[config.mk]
export PLATFORM = sky130hd
export DESIGN_NAME = dmac_chan_ctrl
export DESIGN_NICKNAME = d
export VERILOG_FILES = /design/src/rtl/dmac_pkg.sv /design/src/rtl/dmac_srst_seq.sv /design/src/rtl/dmac_coalesce.sv /design/src/rtl/dmac_chan_ctrl.sv
export SDC_FILE = /design/constraint.sdc
export NUM_CORES = 1
export LEC_CHECK = 0
export CORE_ASPECT_RATIO = 1.25
export CORE_UTILIZATION = 40
export CTS_CLUSTER_DIAMETER = 50
export DETAILED_ROUTE_END_ITERATION = 16
export GPL_ROUTABILITY_DRIVEN = 0
export GPL_TIMING_DRIVEN = 1
export HOLD_SLACK_MARGIN = 0.03
export PLACE_DENSITY = 0.78
export SYNTH_ARGS = -nofsm -noshare
export SYNTH_HDL_FRONTEND = slang
export SYNTH_SLANG_ARGS = --single-unit
[constraint.sdc]
create_clock -name clk -period 6.1 [get_ports clk]
set_input_delay 0.61 -clock clk [delete_from_list [all_inputs] [get_ports clk]]
set_output_delay 0.61 -clock clk [all_outputs]
set_load 0.005 [all_outputs]
[src/rtl/dmac_pkg.sv]
`timescale 1ns/1ps
package dmac_pkg;
   // word index of each register (byte offset >> 2)
   localparam logic [3:0] W_CTRL    = 4'h0;
   localparam logic [3:0] W_STAT    = 4'h1;
   localparam logic [3:0] W_CUR_LO  = 4'h2;
   localparam logic [3:0] W_CUR_HI  = 4'h3;
   localparam logic [3:0] W_TAIL_LO = 4'h4;
   localparam logic [3:0] W_TAIL_HI = 4'h5;

   localparam int FLD_W  = 8;
   localparam int ERR_W  = 6;
   localparam int B_SRST = 2;
   localparam int B_IOC  = 12;
   localparam int B_DLY  = 13;
   localparam int B_ERR  = 14;

   typedef struct packed {
      logic [FLD_W-1:0] dly;
      logic [FLD_W-1:0] thr;
      logic             err_en;
      logic             dly_en;
      logic             ioc_en;
      logic             cyc;
      logic             fix;
      logic             run;
   } ctrl_t;

   localparam ctrl_t CTRL_RST = '{dly: 8'd0, thr: 8'd1, err_en: 1'b0, dly_en: 1'b0,
                                  ioc_en: 1'b0, cyc: 1'b0, fix: 1'b0, run: 1'b0};
endpackage

[src/rtl/dmac_srst_seq.sv]
`timescale 1ns/1ps
module dmac_srst_seq #(
   parameter int CYCLES = 8
) (
   input  logic clk,
   input  logic rst_n,
   input  logic start,
   output logic busy
);
   localparam int CW = $clog2(CYCLES + 1);

   if (CYCLES < 1) begin : g_bad_cycles
      $error("dmac_srst_seq: CYCLES must be at least 1");
   end

   logic [CW-1:0] cnt_q;

   always_ff @(posedge clk or negedge rst_n) begin
      if (!rst_n)                      cnt_q <= '0;
      else if (start && cnt_q == '0)   cnt_q <= CW'(CYCLES);
      else if (cnt_q != '0)            cnt_q <= cnt_q - CW'(1);
   end

   assign busy = (cnt_q != '0);
endmodule

[src/rtl/dmac_coalesce.sv]
`timescale 1ns/1ps
module dmac_coalesce #(
   parameter int UNIT = 125,
   parameter int W    = 8
) (
   input  logic         clk,
   input  logic         rst_n,
   input  logic         clr,
   input  logic         load,
   input  logic [W-1:0] load_thr,
   input  logic [W-1:0] thr,
   input  logic [W-1:0] delay,
   input  logic         done,
   output logic [W-1:0] thr_cnt,
   output logic [W-1:0] dly_cnt,
   output logic         ioc_hit,
   output logic         dly_hit
);
   if (UNIT < 1) begin : g_bad_unit
      $error("dmac_coalesce: UNIT must be at least 1");
   end

   logic [W-1:0] thr_eff, load_eff;
   logic         pend_q, run_tmr, tick, quiet;

   assign thr_eff  = (thr == '0)      ? W'(1) : thr;
   assign load_eff = (load_thr == '0) ? W'(1) : load_thr;
   assign quiet    = !clr && !load;
   assign run_tmr  = pend_q && (delay != '0);
   assign ioc_hit  = quiet && done && (thr_cnt <= W'(1));
   assign dly_hit  = quiet && !done && tick && (dly_cnt == delay - W'(1));

   // unit prescaler: present only when a unit spans more than one cycle
   if (UNIT > 1) begin : g_pre
      localparam int PW = $clog2(UNIT);
      logic [PW-1:0] pre_q;
      always_ff @(posedge clk or negedge rst_n) begin
         if (!rst_n)                                  pre_q <= '0;
         else if (!quiet || done || !run_tmr)         pre_q <= '0;
         else if (pre_q == PW'(UNIT - 1))             pre_q <= '0;
         else                                         pre_q <= pre_q + PW'(1);
      end
      assign tick = run_tmr && (pre_q == PW'(UNIT - 1));
   end else begin : g_nopre
      assign tick = run_tmr;
   end

   always_ff @(posedge clk or negedge rst_n) begin
      if (!rst_n) begin
         thr_cnt <= W'(1);
         dly_cnt <= '0;
         pend_q  <= 1'b0;
      end else if (clr) begin
         thr_cnt <= W'(1);
         dly_cnt <= '0;
         pend_q  <= 1'b0;
      end else if (load) begin
         thr_cnt <= load_eff;
         dly_cnt <= '0;
         pend_q  <= 1'b0;
      end else if (done) begin
         thr_cnt <= ioc_hit ? thr_eff : thr_cnt - W'(1);
         dly_cnt <= '0;
         pend_q  <= !ioc_hit;
      end else if (dly_hit) begin
         thr_cnt <= thr_eff;
         dly_cnt <= '0;
         pend_q  <= 1'b0;
      end else if (tick) begin
         dly_cnt <= dly_cnt + W'(1);
      end
   end
endmodule

[src/rtl/dmac_chan_ctrl.sv]
`timescale 1ns/1ps
module dmac_chan_ctrl
   import dmac_pkg::*;
#(
   parameter int DLY_UNIT   = 125,
   parameter int RST_CYCLES = 8,
   parameter int PTR_ALIGN  = 6
) (
   input  logic        clk,
   input  logic        rst_n,
   input  logic        reg_we,
   input  logic [5:0]  reg_addr,
   input  logic [31:0] reg_wdata,
   output logic [31:0] reg_rdata,
   input  logic        xfer_done,
   input  logic [5:0]  xfer_err,
   input  logic        walk_busy,
   input  logic        ring_empty,
   output logic        run_en,
   output logic        fixed_burst,
   output logic        cyclic_en,
   output logic        soft_rst,
   output logic        tail_kick,
   output logic [63:0] cur_ptr,
   output logic [63:0] tail_ptr,
   output logic        irq
);
   localparam logic [31:0] LO_MASK = ~((32'd1 << PTR_ALIGN) - 32'd1);

   if (PTR_ALIGN < 0 || PTR_ALIGN > 31) begin : g_bad_align
      $error("dmac_chan_ctrl: PTR_ALIGN out of range");
   end

   ctrl_t             ctrl_q;
   logic              halted_q, idle_q;
   logic              ioc_f, dly_f, err_f;
   logic [ERR_W-1:0]  errs_q;
   logic [31:0]       cur_lo, cur_hi, tail_lo, tail_hi;
   logic              busy, wr_ok, tail_acc;
   logic              sel_ctrl, sel_stat, sel_cur_lo, sel_cur_hi, sel_tail_lo, sel_tail_hi;
   logic [FLD_W-1:0]  thr_cnt, dly_cnt;
   logic              ioc_hit, dly_hit, cfg_load;

   assign wr_ok       = reg_we && !busy && (reg_addr[1:0] == 2'b00);
   assign sel_ctrl    = wr_ok && reg_addr[5:2] == W_CTRL;
   assign sel_stat    = wr_ok && reg_addr[5:2] == W_STAT;
   assign sel_cur_lo  = wr_ok && reg_addr[5:2] == W_CUR_LO;
   assign sel_cur_hi  = wr_ok && reg_addr[5:2] == W_CUR_HI;
   assign sel_tail_lo = wr_ok && reg_addr[5:2] == W_TAIL_LO;
   assign sel_tail_hi = wr_ok && reg_addr[5:2] == W_TAIL_HI;
   assign cfg_load    = sel_ctrl && !reg_wdata[B_SRST];
   assign tail_acc    = sel_tail_lo && !halted_q;

   dmac_srst_seq #(.CYCLES(RST_CYCLES)) u_srst (
      .clk(clk), .rst_n(rst_n), .start(sel_ctrl && reg_wdata[B_SRST]), .busy(busy));

   dmac_coalesce #(.UNIT(DLY_UNIT), .W(FLD_W)) u_coal (
      .clk(clk), .rst_n(rst_n), .clr(busy), .load(cfg_load),
      .load_thr(reg_wdata[23:16]), .thr(ctrl_q.thr), .delay(ctrl_q.dly),
      .done(xfer_done), .thr_cnt(thr_cnt), .dly_cnt(dly_cnt),
      .ioc_hit(ioc_hit), .dly_hit(dly_hit));

   // control word
   always_ff @(posedge clk or negedge rst_n) begin
      if (!rst_n)        ctrl_q <= CTRL_RST;
      else if (busy)     ctrl_q <= CTRL_RST;
      else if (cfg_load) ctrl_q <= '{dly: reg_wdata[31:24], thr: reg_wdata[23:16],
                                     err_en: reg_wdata[14], dly_en: reg_wdata[13],
                                     ioc_en: reg_wdata[12], cyc: reg_wdata[4],
                                     fix: reg_wdata[3], run: reg_wdata[0]};
   end

   // channel state: halted and idle
   always_ff @(posedge clk or negedge rst_n) begin
      if (!rst_n) begin
         halted_q <= 1'b1;
         idle_q   <= 1'b0;
      end else if (busy) begin
         halted_q <= 1'b1;
         idle_q   <= 1'b0;
      end else begin
         if (ctrl_q.run)      halted_q <= 1'b0;
         else if (!walk_busy) halted_q <= 1'b1;
         if (!ctrl_q.run || tail_acc)                       idle_q <= 1'b0;
         else if (!halted_q && ring_empty && !walk_busy)    idle_q <= 1'b1;
      end
   end

   // latched causes (set beats write-one-to-clear) and sticky error kinds
   always_ff @(posedge clk or negedge rst_n) begin
      if (!rst_n) begin
         ioc_f  <= 1'b0;
         dly_f  <= 1'b0;
         err_f  <= 1'b0;
         errs_q <= '0;
      end else if (busy) begin
         ioc_f  <= 1'b0;
         dly_f  <= 1'b0;
         err_f  <= 1'b0;
         errs_q <= '0;
      end else begin
         ioc_f  <= ioc_hit     | (ioc_f & !(sel_stat && reg_wdata[B_IOC]));
         dly_f  <= dly_hit     | (dly_f & !(sel_stat && reg_wdata[B_DLY]));
         err_f  <= (|xfer_err) | (err_f & !(sel_stat && reg_wdata[B_ERR]));
         errs_q <= errs_q | xfer_err;
      end
   end

   // descriptor pointers
   always_ff @(posedge clk or negedge rst_n) begin
      if (!rst_n) begin
         cur_lo <= '0; cur_hi <= '0; tail_lo <= '0; tail_hi <= '0;
         tail_kick <= 1'b0;
      end else if (busy) begin
         cur_lo <= '0; cur_hi <= '0; tail_lo <= '0; tail_hi <= '0;
         tail_kick <= 1'b0;
      end else begin
         if (sel_cur_lo && halted_q)      cur_lo  <= reg_wdata & LO_MASK;
         if (sel_cur_hi && halted_q)      cur_hi  <= reg_wdata;
         if (tail_acc)                    tail_lo <= reg_wdata & LO_MASK;
         if (sel_tail_hi && !halted_q)    tail_hi <= reg_wdata;
         tail_kick <= tail_acc;
      end
   end

   always_comb begin
      unique case (reg_addr[5:2])
         W_CTRL:    reg_rdata = {ctrl_q.dly, ctrl_q.thr, 1'b0, ctrl_q.err_en, ctrl_q.dly_en,
                                 ctrl_q.ioc_en, 7'd0, ctrl_q.cyc, ctrl_q.fix, busy, 1'b0,
                                 ctrl_q.run};
         W_STAT:    reg_rdata = {dly_cnt, thr_cnt, 1'b0, err_f, dly_f, ioc_f, 1'b0,
                                 errs_q[5:3], 1'b0, errs_q[2:0], 1'b1, 1'b0, idle_q, halted_q};
         W_CUR_LO:  reg_rdata = cur_lo;
         W_CUR_HI:  reg_rdata = cur_hi;
         W_TAIL_LO: reg_rdata = tail_lo;
         W_TAIL_HI: reg_rdata = tail_hi;
         default:   reg_rdata = '0;
      endcase
   end

   assign run_en      = ctrl_q.run;
   assign fixed_burst = ctrl_q.fix;
   assign cyclic_en   = ctrl_q.cyc;
   assign soft_rst    = busy;
   assign cur_ptr     = {cur_hi, cur_lo};
   assign tail_ptr    = {tail_hi, tail_lo};
   assign irq         = (ioc_f & ctrl_q.ioc_en) | (dly_f & ctrl_q.dly_en) | (err_f & ctrl_q.err_en);
endmodule

==> flow_metrics.env, run 1 <==
export IMPL_fin_nets=1253
export IMPL_skew_ps=13.49
export IMPL_rr_worst_depth=6
export IMPL_slew_viol_final=0
export IMPL_cp_start_kind="input port"
export IMPL_synth_cells=1019
export IMPL_grtUsageTotal_pct=27.10
export IMPL_cts_buffers=17
export IMPL_route_met2_wl_um=15070
export IMPL_finalCritPeriodShare_pct=67.35
export IMPL_avgRoutedWirePerCell_um=20.07
export IMPL_vias=8566
export IMPL_remaining_drc_errors=0
export IMPL_max_cap_violations=0
export IMPL_cts_hold_buf=0
export IMPL_slew_headroom_pct=15.27
export IMPL_io_pins=216
export IMPL_overflow=0
export IMPL_area_growth_pct=32.50
export IMPL_worst_pin_slew_ps=1264
export IMPL_synth_simple_gate_area_share_pct=20.46
export IMPL_ys_types=56
export IMPL_critical_path_class="in2out"
export IMPL_fmax_mhz=243.4
export IMPL_viasPerCell=5.764
export IMPL_ant_nets=0
export IMPL_wl_met1_um=11430
export IMPL_antenna_found_initial=0
export IMPL_drt_total_wl_um=29830
export IMPL_grt_pass1_wl_um=47120
export IMPL_r2r_slack_ps=3080
export IMPL_hold_class="in2async"
export IMPL_r2r_start="ctrl_q[17]"
export IMPL_yosys_area_share_xor_xnor_pct=2.533
export IMPL_synth_top_family_by_area="simple AND/OR/NAND/NOR gates"
export IMPL_grt_max_degree=88
export IMPL_grt_pass1_vias=8459
export IMPL_synth_mux_area_share_pct=1.981
export IMPL_setup_viol=0
export IMPL_synth_edf_count=0
export IMPL_top_layer="met4"
export IMPL_numPortBuffers=203
export IMPL_yosysTopAreaCell="dfrtp_1"
export IMPL_synthFlopType="dfrtp_1"
export IMPL_cp_arrival_ps=3500
export IMPL_pwr_share_comb_pct=16.0
export IMPL_wl_met3_um=2245
export IMPL_synth_async_reset_ratio_pct=100.0
export IMPL_diodes=0
export IMPL_ys_ff_latch=178
export IMPL_post_cts_resized=0
export IMPL_synth_top_area_share_pct=49.52
export IMPL_postPlaceCellArea_um2=11120
export IMPL_initial_utilization_pct=40.90
export IMPL_p_int_w=0.001976
export IMPL_coreArea_um2=21620
export IMPL_drtIter0Drc=617
export IMPL_synth_compound_area_share_pct=18.27
export IMPL_cts_tree="built"
export IMPL_min_period_ps=4108
export IMPL_worst_slack_ps=1992
export IMPL_clkTransAtPathRegs_ps=70
export IMPL_cp_max_fo=13
export IMPL_syn_area_per_cell_um2=8.679
export IMPL_finalSetupTns_ps=0
export IMPL_finalPower_w=0.002837
export IMPL_p_seq_share_pct=45.0
export IMPL_num_rows=60
export IMPL_design_area_um2=11720
export IMPL_cp_end_kind="output port"
export IMPL_power_per_cell_area_nw_per_um2=242.1
export IMPL_post_cts_buffers=0
export IMPL_synth_adder_area_share_pct=1.273
export IMPL_clk_latency_ps=440
export IMPL_die_area_um2=22710
export IMPL_drive_gt1_share_pct=6.794
export IMPL_die_h_um=168.2
export IMPL_ir_drop_mv=0.2005
export IMPL_htree_num_levels=4
export IMPL_dp_hpwl_um=19800
export IMPL_syn_area_um2=8843
export IMPL_rsz0062_at_grt="false"
export IMPL_power_switching_w=0.0008610
export IMPL_drtPass1Iterations=5
export IMPL_clock_path_buffers=2
export IMPL_die_w_um=135.0
export IMPL_clockPowerShare_pct=39.0
export IMPL_cellLeakagePower_nw=4.659
export IMPL_netlist_top_cells_area="dfrtp_1 50%, nand2_1 13%, a21oi_1 8.5%"
export IMPL_status="finished, final reports clean"
export IMPL_preCtsSetupSlack_ps=2095
export IMPL_ys_warn_count=0
export IMPL_r2r_end="u_coal.thr_cnt[3]"
export IMPL_ys_seq_area_share_pct=50.41
export IMPL_root_buffer="clkbuf_16"
export IMPL_switching_share_pct=30.35
export IMPL_crit_required_ps=5490
export IMPL_cts_sinks=178
export IMPL_final_hold_violation_count=0
metal layers:
layer / global-route usage [%] / vias up
met3: 5.751 / 92
li1: - / 3848
met2: 45.41 / 398
met1: 32.74 / 4228
met5: 0 / -
met4: 13.68 / 0
synthesized netlist by cell type (2+ instances only):
cell      count
nor2_1       36
o22ai_1       2
dfstp_2       3
a22oi_1      61
nor3b_1       4
buf_4        12
mux2_4        7
nor4_1        6
nand2_1     308
or3_1         7
nand3_1      37
nor3_1       11
dfrtp_1     175
and3_1        3
or4_1         2
xor2_1       11
buf_1         4
ha_1          9
a31oi_1       3
a211o_1       4
xnor2_1      12
o41ai_1       2
mux2i_1       7
clkbuf_1     62
nand4_1       2
a21o_1        2
inv_1        21
o21ai_0      15
nor2b_1       2
a21oi_1     150
a222oi_1     13
nand2b_1      2
worst max-delay path, stage by stage:
cell	delay, ps
clkdlybuf4s50_1	560
nand2b_1	290
nor3_2	980
buf_4	350
a222oi_1	100
nand2_1	90
clkdlybuf4s50_1	510
placed cells by master (no fill, tap or decap), types with 2 or more instances in the layout:
| master | synthesis | final |
|---|---|---|
| nand2b_1 | 2 | 2 |
| clkbuf_16 | 0 | 17 |
| mux2i_1 | 7 | 7 |
| inv_8 | 0 | 4 |
| nor3b_1 | 4 | 3 |
| a31oi_1 | 3 | 3 |
| inv_6 | 0 | 3 |
| o21ai_0 | 15 | 15 |
| nor2_1 | 36 | 35 |
| a21o_1 | 2 | 2 |
| mux2_4 | 7 | 7 |
| or3_1 | 7 | 7 |
| nand3_1 | 37 | 37 |
| o22ai_1 | 2 | 2 |
| a21oi_1 | 150 | 150 |
| dfrtp_1 | 175 | 175 |
| xor2_1 | 11 | 11 |
| nor4_1 | 6 | 4 |
| inv_1 | 21 | 20 |
| nor4_2 | 0 | 2 |
| nor2b_1 | 2 | 2 |
| clkdlybuf4s50_1 | 0 | 202 |
| dfstp_2 | 3 | 3 |
| or4_1 | 2 | 2 |
| and3_1 | 3 | 3 |
| ha_1 | 9 | 9 |
| a211o_1 | 4 | 4 |
| a22oi_1 | 61 | 61 |
| clkinv_4 | 0 | 2 |
| xnor2_1 | 12 | 12 |
| conb_1 | 1 | 12 |
| clkinvlp_4 | 0 | 3 |
| nand2_1 | 308 | 308 |
| buf_4 | 12 | 22 |
| o41ai_1 | 2 | 2 |
| clkbuf_8 | 0 | 2 |
| nor3_1 | 11 | 9 |
| a222oi_1 | 13 | 13 |
| nor3_2 | 1 | 3 |
| nand4_1 | 2 | 2 |
worst max path at each step:
stage | from | endpoint | slack [ps]
global route | reg_addr[4] | reg_rdata[28] | 1910
CTS | reg_addr[5] | reg_rdata[6] | 2060
floorplan | ctrl_q[17] | u_coal.thr_cnt[1] | 3350
global placement | reg_addr[3] | reg_rdata[15] | 2170
detailed placement | reg_addr[5] | reg_rdata[6] | 2100
finish | reg_addr[5] | reg_rdata[6] | 1990
kinds of logic after synthesis:
| kind of cell | Yosys count |
|---|---|
| buffers and inverters | 102 |
| adder cells (fa/ha/maj) | 9 |
| XOR/XNOR | 24 |
| other | 1 |
| AO/OA/AOI/OAI | 262 |
| flip-flops | 178 |
| multiplexers | 14 |
| AND/OR/NAND/NOR | 429 |
power groups by stage:
stage / sequential, W / combinational (W) / clock [W]
final: 0.00128 / 0.000455 / 0.00111
after global routing: 0.00128 / 0.000506 / 0.00117
after CTS: 0.00127 / 0.000454 / 0.00112
after detailed placement: 0.00130 / 0.000451 / 0
after global placement: 0.00129 / 0.000442 / 0
after floorplan: 0.00128 / 0.000301 / 0
state kept, by name, summed over array words and instances (netlist names), 4 cells and up:
| name | cells |
|---|---|
| u_coal.g_pre.pre_q | 7 |
| u_srst.cnt_q | 4 |
| u_coal.dly_cnt | 8 |
| cur_lo | 26 |
| errs_q | 6 |
| ctrl_q | 19 |
| cur_hi | 32 |
| u_coal.thr_cnt | 8 |
| tail_hi | 32 |
| tail_lo | 26 |
layout make-up:
| class | count | area (um^2) |
|---|---|---|
| clock buffer | 19 | 452.9 |
| clock inverter | 13 | 141.4 |
| fill | 1982 | 9903 |
| inverter | 22 | 85.08 |
| multi-input combinational | 750 | 4033 |
| sequential | 178 | 4458 |
| tap | 279 | 349.1 |
| timing repair buffer | 225 | 2198 |
metrics by stage:
stage / cells / utilization, % / hold WS (ps)
floorplan: 1030 / - / 314.4
global placement: 1454 / 51.45 / 486.1
detailed placement: 1454 / 51.45 / 488.2
CTS: 1486 / 54.20 / 209.0
global route: 1486 / 54.20 / 247.0
finish: 1486 / 54.20 / 197.9
(Power assumes the default switching activity.)
==> run 2, diff against run 1 <==
Settings changed: PLACE_DENSITY 0.78 to 0.8.
Clock period 6.1 ns to 3.5 ns, I/O delays scaled along.
==> run 2 against run 1 <==
  * Final cell count is 0.54% higher
  * Die area is the same
  * Combinational power increased by 83%
  * Utilization grew 0.68 points
  * Global-route usage about the same
  * Design area grew 1.2%
  * Power is 77% higher
  * Highest routed layer unchanged
  * Critical path depth is 1 lower
  * Count of clock-buffer cells in the layout increased by 3
  * Critical endpoint is now u_coal.thr_cnt[4]
==> flow_metrics.env, run 2 (same netlist as run 1, synthesis figures left out) <==
export IMPL_numPortBuffers=203
export IMPL_die_w_um=135.0
export IMPL_finalPower_w=0.005025
export IMPL_power_per_cell_area_nw_per_um2=423.5
export IMPL_clock_path_buffers=2
export IMPL_crit_required_ps=3810
export IMPL_die_area_um2=22710
export IMPL_diodes=0
export IMPL_grt_pass1_wl_um=47430
export IMPL_post_cts_buffers=0
export IMPL_fin_nets=1263
export IMPL_grt_pass1_vias=8645
export IMPL_post_cts_resized=0
export IMPL_preCtsSetupSlack_ps=530.8
export IMPL_antenna_found_initial=0
export IMPL_cellLeakagePower_nw=4.720
export IMPL_fmax_mhz=332.2
export IMPL_cp_end_kind="register"
export IMPL_slew_headroom_pct=53.31
export IMPL_setup_viol=0
export IMPL_ir_drop_mv=0.3643
export IMPL_grtUsageTotal_pct=27.09
export IMPL_min_period_ps=3011
export IMPL_root_buffer="clkbuf_16"
export IMPL_max_stage_delay_ps=540
export IMPL_drive_gt1_share_pct=7.160
export IMPL_final_hold_violation_count=0
export IMPL_cts_tree="built"
export IMPL_cp_start_kind="register"
export IMPL_grt_max_degree=85
export IMPL_dp_hpwl_um=20050
export IMPL_cp_slowest_cell="or4_4"
export IMPL_cp_arrival_ps=3320
export IMPL_num_rows=60
export IMPL_cts_buffers=17
export IMPL_remaining_drc_errors=0
export IMPL_finalSetupTns_ps=0
export IMPL_drtIter0Drc=755
export IMPL_drt_total_wl_um=30390
export IMPL_die_h_um=168.2
export IMPL_cts_hold_buf=1
export IMPL_max_cap_violations=0
export IMPL_avgRoutedWirePerCell_um=20.34
export IMPL_clkTransAtPathRegs_ps=70
export IMPL_viasPerCell=5.739
export IMPL_critical_path_class="reg2reg"
export IMPL_nFillCells=1939
export IMPL_final_common_cell="nand2_1"
export IMPL_vias=8574
export IMPL_pwr_share_comb_pct=16.6
export IMPL_slew_viol_final=0
export IMPL_p_int_w=0.003577
export IMPL_cp_max_fo=9
export IMPL_initial_utilization_pct=40.90
export IMPL_final_seq_area_um2=4458
export IMPL_status="finished, final reports clean"
export IMPL_area_growth_pct=34.15
export IMPL_multiInputGateArea_um2=4039
export IMPL_final_cell_mix="308 x nand2_1, 202 x clkdlybuf4s50_1, 175 x dfrtp_1"
export IMPL_ant_nets=0
export IMPL_htree_num_levels=4
export IMPL_drtPass1Iterations=6
export IMPL_reg_largest_list="cur_hi (32), tail_hi (32)"
export IMPL_clockPowerShare_pct=39.3
export IMPL_finalCritPeriodShare_pct=86.02
export IMPL_coreArea_um2=21620
export IMPL_worst_slack_ps=489.4
export IMPL_finalNonFillerCells=1494
export IMPL_worst_pin_slew_ps=691.3
export IMPL_switching_share_pct=28.81
export IMPL_p_seq_share_pct=44.2
export IMPL_rsz0062_at_grt="false"
export IMPL_cts_sinks=178
export IMPL_path_cells="or4_4 > or4b_1 > a211o_1 > nor4b_4 > nand2b_2 > mux2_4"
export IMPL_hold_class="in2reg"
export IMPL_clk_latency_ps=430
export IMPL_overflow=0
export IMPL_power_switching_w=0.001448
export IMPL_skew_ps=9.141
export IMPL_io_pins=216
export IMPL_placedCellCount=1463
==> run 2: cell count changes in the layout (fill, tap and decap cells not counted), sizes merged <==
cell and delta:
inv -7, bufinv +2, clkbuf +3, buf +9, dlygate4sd3 +1
==> run 2: power by group through the flow <==
stage	registers (W)	clock network, W	logic, W
after detailed placement	0.00226	0	0.000818
after CTS	0.00222	0.00198	0.000827
final	0.00222	0.00197	0.000832
after global routing	0.00223	0.00207	0.000907
after floorplan	0.00222	0	0.000525
after global placement	0.00225	0	0.000799
==> run 2: metal layers <==
layer	up-vias	track usage, %	share of wire (%)
li1	3864	-	-
met1	4231	31.94	37
met2	411	47.67	53
met3	68	6.083	7.4
met4	0	10.16	2.6
met5	-	0	0
==> run 2: path summary, 6_finish.rpt <==
path	depth (start not counted)	slack [ps]	endpoint	startpoint
setup / recovery	6	490	u_coal.thr_cnt[4]	ctrl_q[16]
hold / removal	3	490	errs_q[2]	xfer_err[2]
setup reg to reg	6	490	u_coal.thr_cnt[4]	ctrl_q[16]
hold reg to reg	2	500	errs_q[1]	errs_q[1]
max in group asynchronous	3	2100	halted_q	rst_n
min in group asynchronous	2	500	cur_hi[20]	rst_n
==> run 2: through the flow <==
| stage | hold slack, ps | instance area, um^2 | util (%) |
|---|---|---|---|
| 3_3_place_gp | 386.4 | 11260 | 52.08 |
| 2_1_floorplan | 54.41 | 8885 | - |
| 3_5_place_dp | 389.7 | 11260 | 52.08 |
| 6_report | 490.1 | 11860 | 54.87 |
| 4_1_cts | 482.9 | 11860 | 54.87 |
| 5_1_grt | 515.5 | 11860 | 54.87 |
==> run 2: final cells by class <==
type / instances / share of cell area [%]
clock buffer: 22 / 3.913
clock inverter: 8 / 1.097
inverter: 22 / 0.7171
multi-input combinational: 750 / 34.04
sequential: 178 / 37.58
tap: 279 / 2.942
timing repair buffer: 235 / 19.71
==> run 2: critical path: cells and delay by family (launching register included) <==
kind             cells  cell delay [ps]
AND/OR/NAND/NOR      4             1710
multiplexers         1              340
AO/OA/AOI/OAI        1              390
flip-flops           1              470
==> run 3, diff against run 2 <==
Settings changed: SKIP_CTS_REPAIR_TIMING set to 1.
==> run 3 against run 2 <==
  * Design area is the same
  * Combinational power is essentially flat
  * Maximum frequency is essentially flat
  * Critical path depth is the same
  * Count of clock-buffer cells in the layout is the same
  * Register-to-register slack is essentially flat
  * Highest routed layer unchanged
  * Setup slack lost 1.6 ps
  * Sequential power is essentially flat
  * First-iteration DRC count is the same
  * Die area is the same
  * Final cell count is the same
  * Utilization is the same
==> flow_metrics.env, run 3 (same netlist as run 1, synthesis figures left out) <==
export IMPL_cp_end_kind="register"
export IMPL_critical_path_class="reg2reg"
export IMPL_crit_required_ps=3810
export IMPL_cellLeakagePower_nw=4.720
export IMPL_p_int_w=0.003577
export IMPL_clkTransAtPathRegs_ps=70
export IMPL_die_w_um=135.0
export IMPL_cp_arrival_ps=3320
export IMPL_grt_pass1_wl_um=47430
export IMPL_fin_util_pct=54.87
export IMPL_reg_largest_list="cur_hi (32), tail_hi (32)"
export IMPL_viasPerCell=5.727
export IMPL_placedCellCount=1463
export IMPL_grtUsageTotal_pct=27.09
export IMPL_diodes=0
export IMPL_power_per_cell_area_nw_per_um2=423.5
export IMPL_drive_gt1_share_pct=7.160
export IMPL_avgRoutedWirePerCell_um=20.31
export IMPL_finalSetupTns_ps=0
export IMPL_path_cells="or4_4 > or4b_1 > a211o_1 > nor4b_4 > nand2b_2 > mux2_4"
export IMPL_area_growth_pct=34.15
export IMPL_overflow=0
export IMPL_cp_slowest_cell="or4_4"
export IMPL_io_pins=216
export IMPL_grt_max_degree=85
export IMPL_power_switching_w=0.001447
export IMPL_grt_pass1_vias=8643
export IMPL_pwr_share_comb_pct=16.5
export IMPL_slew_headroom_pct=53.31
export IMPL_coreArea_um2=21620
export IMPL_max_cap_violations=0
export IMPL_ir_drop_mv=0.3648
export IMPL_worst_pin_slew_ps=691.3
export IMPL_rsz0062_at_grt="false"
export IMPL_fin_nets=1263
export IMPL_slew_viol_final=0
export IMPL_final_hold_violation_count=0
export IMPL_initial_utilization_pct=40.90
export IMPL_ant_nets=0
export IMPL_switching_share_pct=28.80
export IMPL_status="finished, final reports clean"
export IMPL_die_h_um=168.2
export IMPL_vias=8556
export IMPL_nFillCells=1940
export IMPL_die_area_um2=22710
export IMPL_clk_latency_ps=430
export IMPL_cp_start_kind="register"
export IMPL_min_period_ps=3012
export IMPL_finalPower_w=0.005024
export IMPL_cts_sinks=178
export IMPL_finalCritPeriodShare_pct=86.06
export IMPL_setup_viol=0
export IMPL_multiInputGateArea_um2=4039
export IMPL_drtPass1Iterations=7
export IMPL_final_cell_mix="308 x nand2_1, 202 x clkdlybuf4s50_1, 175 x dfrtp_1"
export IMPL_clockPowerShare_pct=39.2
export IMPL_drtIter0Drc=755
export IMPL_drt_total_wl_um=30350
export IMPL_skew_ps=9.170
export IMPL_max_stage_delay_ps=540
export IMPL_critical_path_buf_inv_count=0
export IMPL_p_seq_share_pct=44.2
export IMPL_cts_buffers=17
export IMPL_cp_max_fo=9
export IMPL_fmax_mhz=332.0
export IMPL_path_delay_family="simple AND/OR/NAND/NOR gates"
export IMPL_cts_tree="built"
export IMPL_remaining_drc_errors=0
export IMPL_num_rows=60
export IMPL_dp_hpwl_um=20050
export IMPL_final_common_cell="nand2_1"
export IMPL_htree_num_levels=4
export IMPL_numPortBuffers=203
export IMPL_antenna_found_initial=0
export IMPL_fin_hold_ws_ps=488.7
export IMPL_final_seq_area_um2=4458
export IMPL_hold_class="in2async"
export IMPL_root_buffer="clkbuf_16"
export IMPL_clock_path_buffers=2
export IMPL_finalNonFillerCells=1494
==> run 3: cell counts in the layout (fill, tap and decap cells not counted) <==
No cell type changed its count.
==> run 3: area by class of cell <==
cell class,instances,area share (%)
Sequential cell,178,37.58
Multi-Input combinational cell,750,34.04
Timing Repair Buffer,235,19.71
Clock buffer,22,3.913
Tap cell,279,2.942
Clock inverter,8,1.097
Inverter,22,0.7171
==> run 3: worst register-to-register path, stage by stage (launching register included) <==
cell and delay (ps):
dfrtp_1 470, or4_4 540, or4b_1 540, a211o_1 390, nor4b_4 270, nand2b_2 360, mux2_4 340
==> run 3: routing by layer <==
| metal | wire [um] | vias up | track usage [%] |
|---|---|---|---|
| met5 | 0 | - | 0 |
| met4 | 795 | 0 | 10.16 |
| met3 | 2181 | 68 | 6.113 |
| met2 | 15930 | 407 | 47.67 |
| met1 | 11440 | 4218 | 31.92 |
| li1 | - | 3863 | - |
==> run 3: per-stage QoR <==
step                area [um^2]  setup WS [ps]
floorplan                  8885          754.8
global placement          11260          595.6
detailed placement        11260          530.8
CTS                       11850          495.5
global route              11860          434.7
finish                    11860          487.8
==> run 3: worst paths after layout <==
path / startpoint / to / slack [ps] / cells after the start
max: ctrl_q[16] / u_coal.thr_cnt[4] / 490 / 6
min: rst_n / cur_hi[20] / 490 / 2
max reg2reg: ctrl_q[16] / u_coal.thr_cnt[4] / 490 / 6
min reg2reg: errs_q[1] / errs_q[1] / 490 / 2
max in group asynchronous: rst_n / halted_q / 2100 / 3
min in group clk: xfer_err[2] / errs_q[2] / 490 / 3
==> run 3: power groups by stage <==
| stage | sequential, W | combinational, W | clock (W) |
|---|---|---|---|
| global route | 0.00223 | 0.000907 | 0.00207 |
| finish | 0.00222 | 0.000831 | 0.00197 |
| detailed placement | 0.00226 | 0.000818 | 0 |
| CTS | 0.00222 | 0.000826 | 0.00198 |
| floorplan | 0.00222 | 0.000525 | 0 |
| global placement | 0.00225 | 0.000799 | 0 |
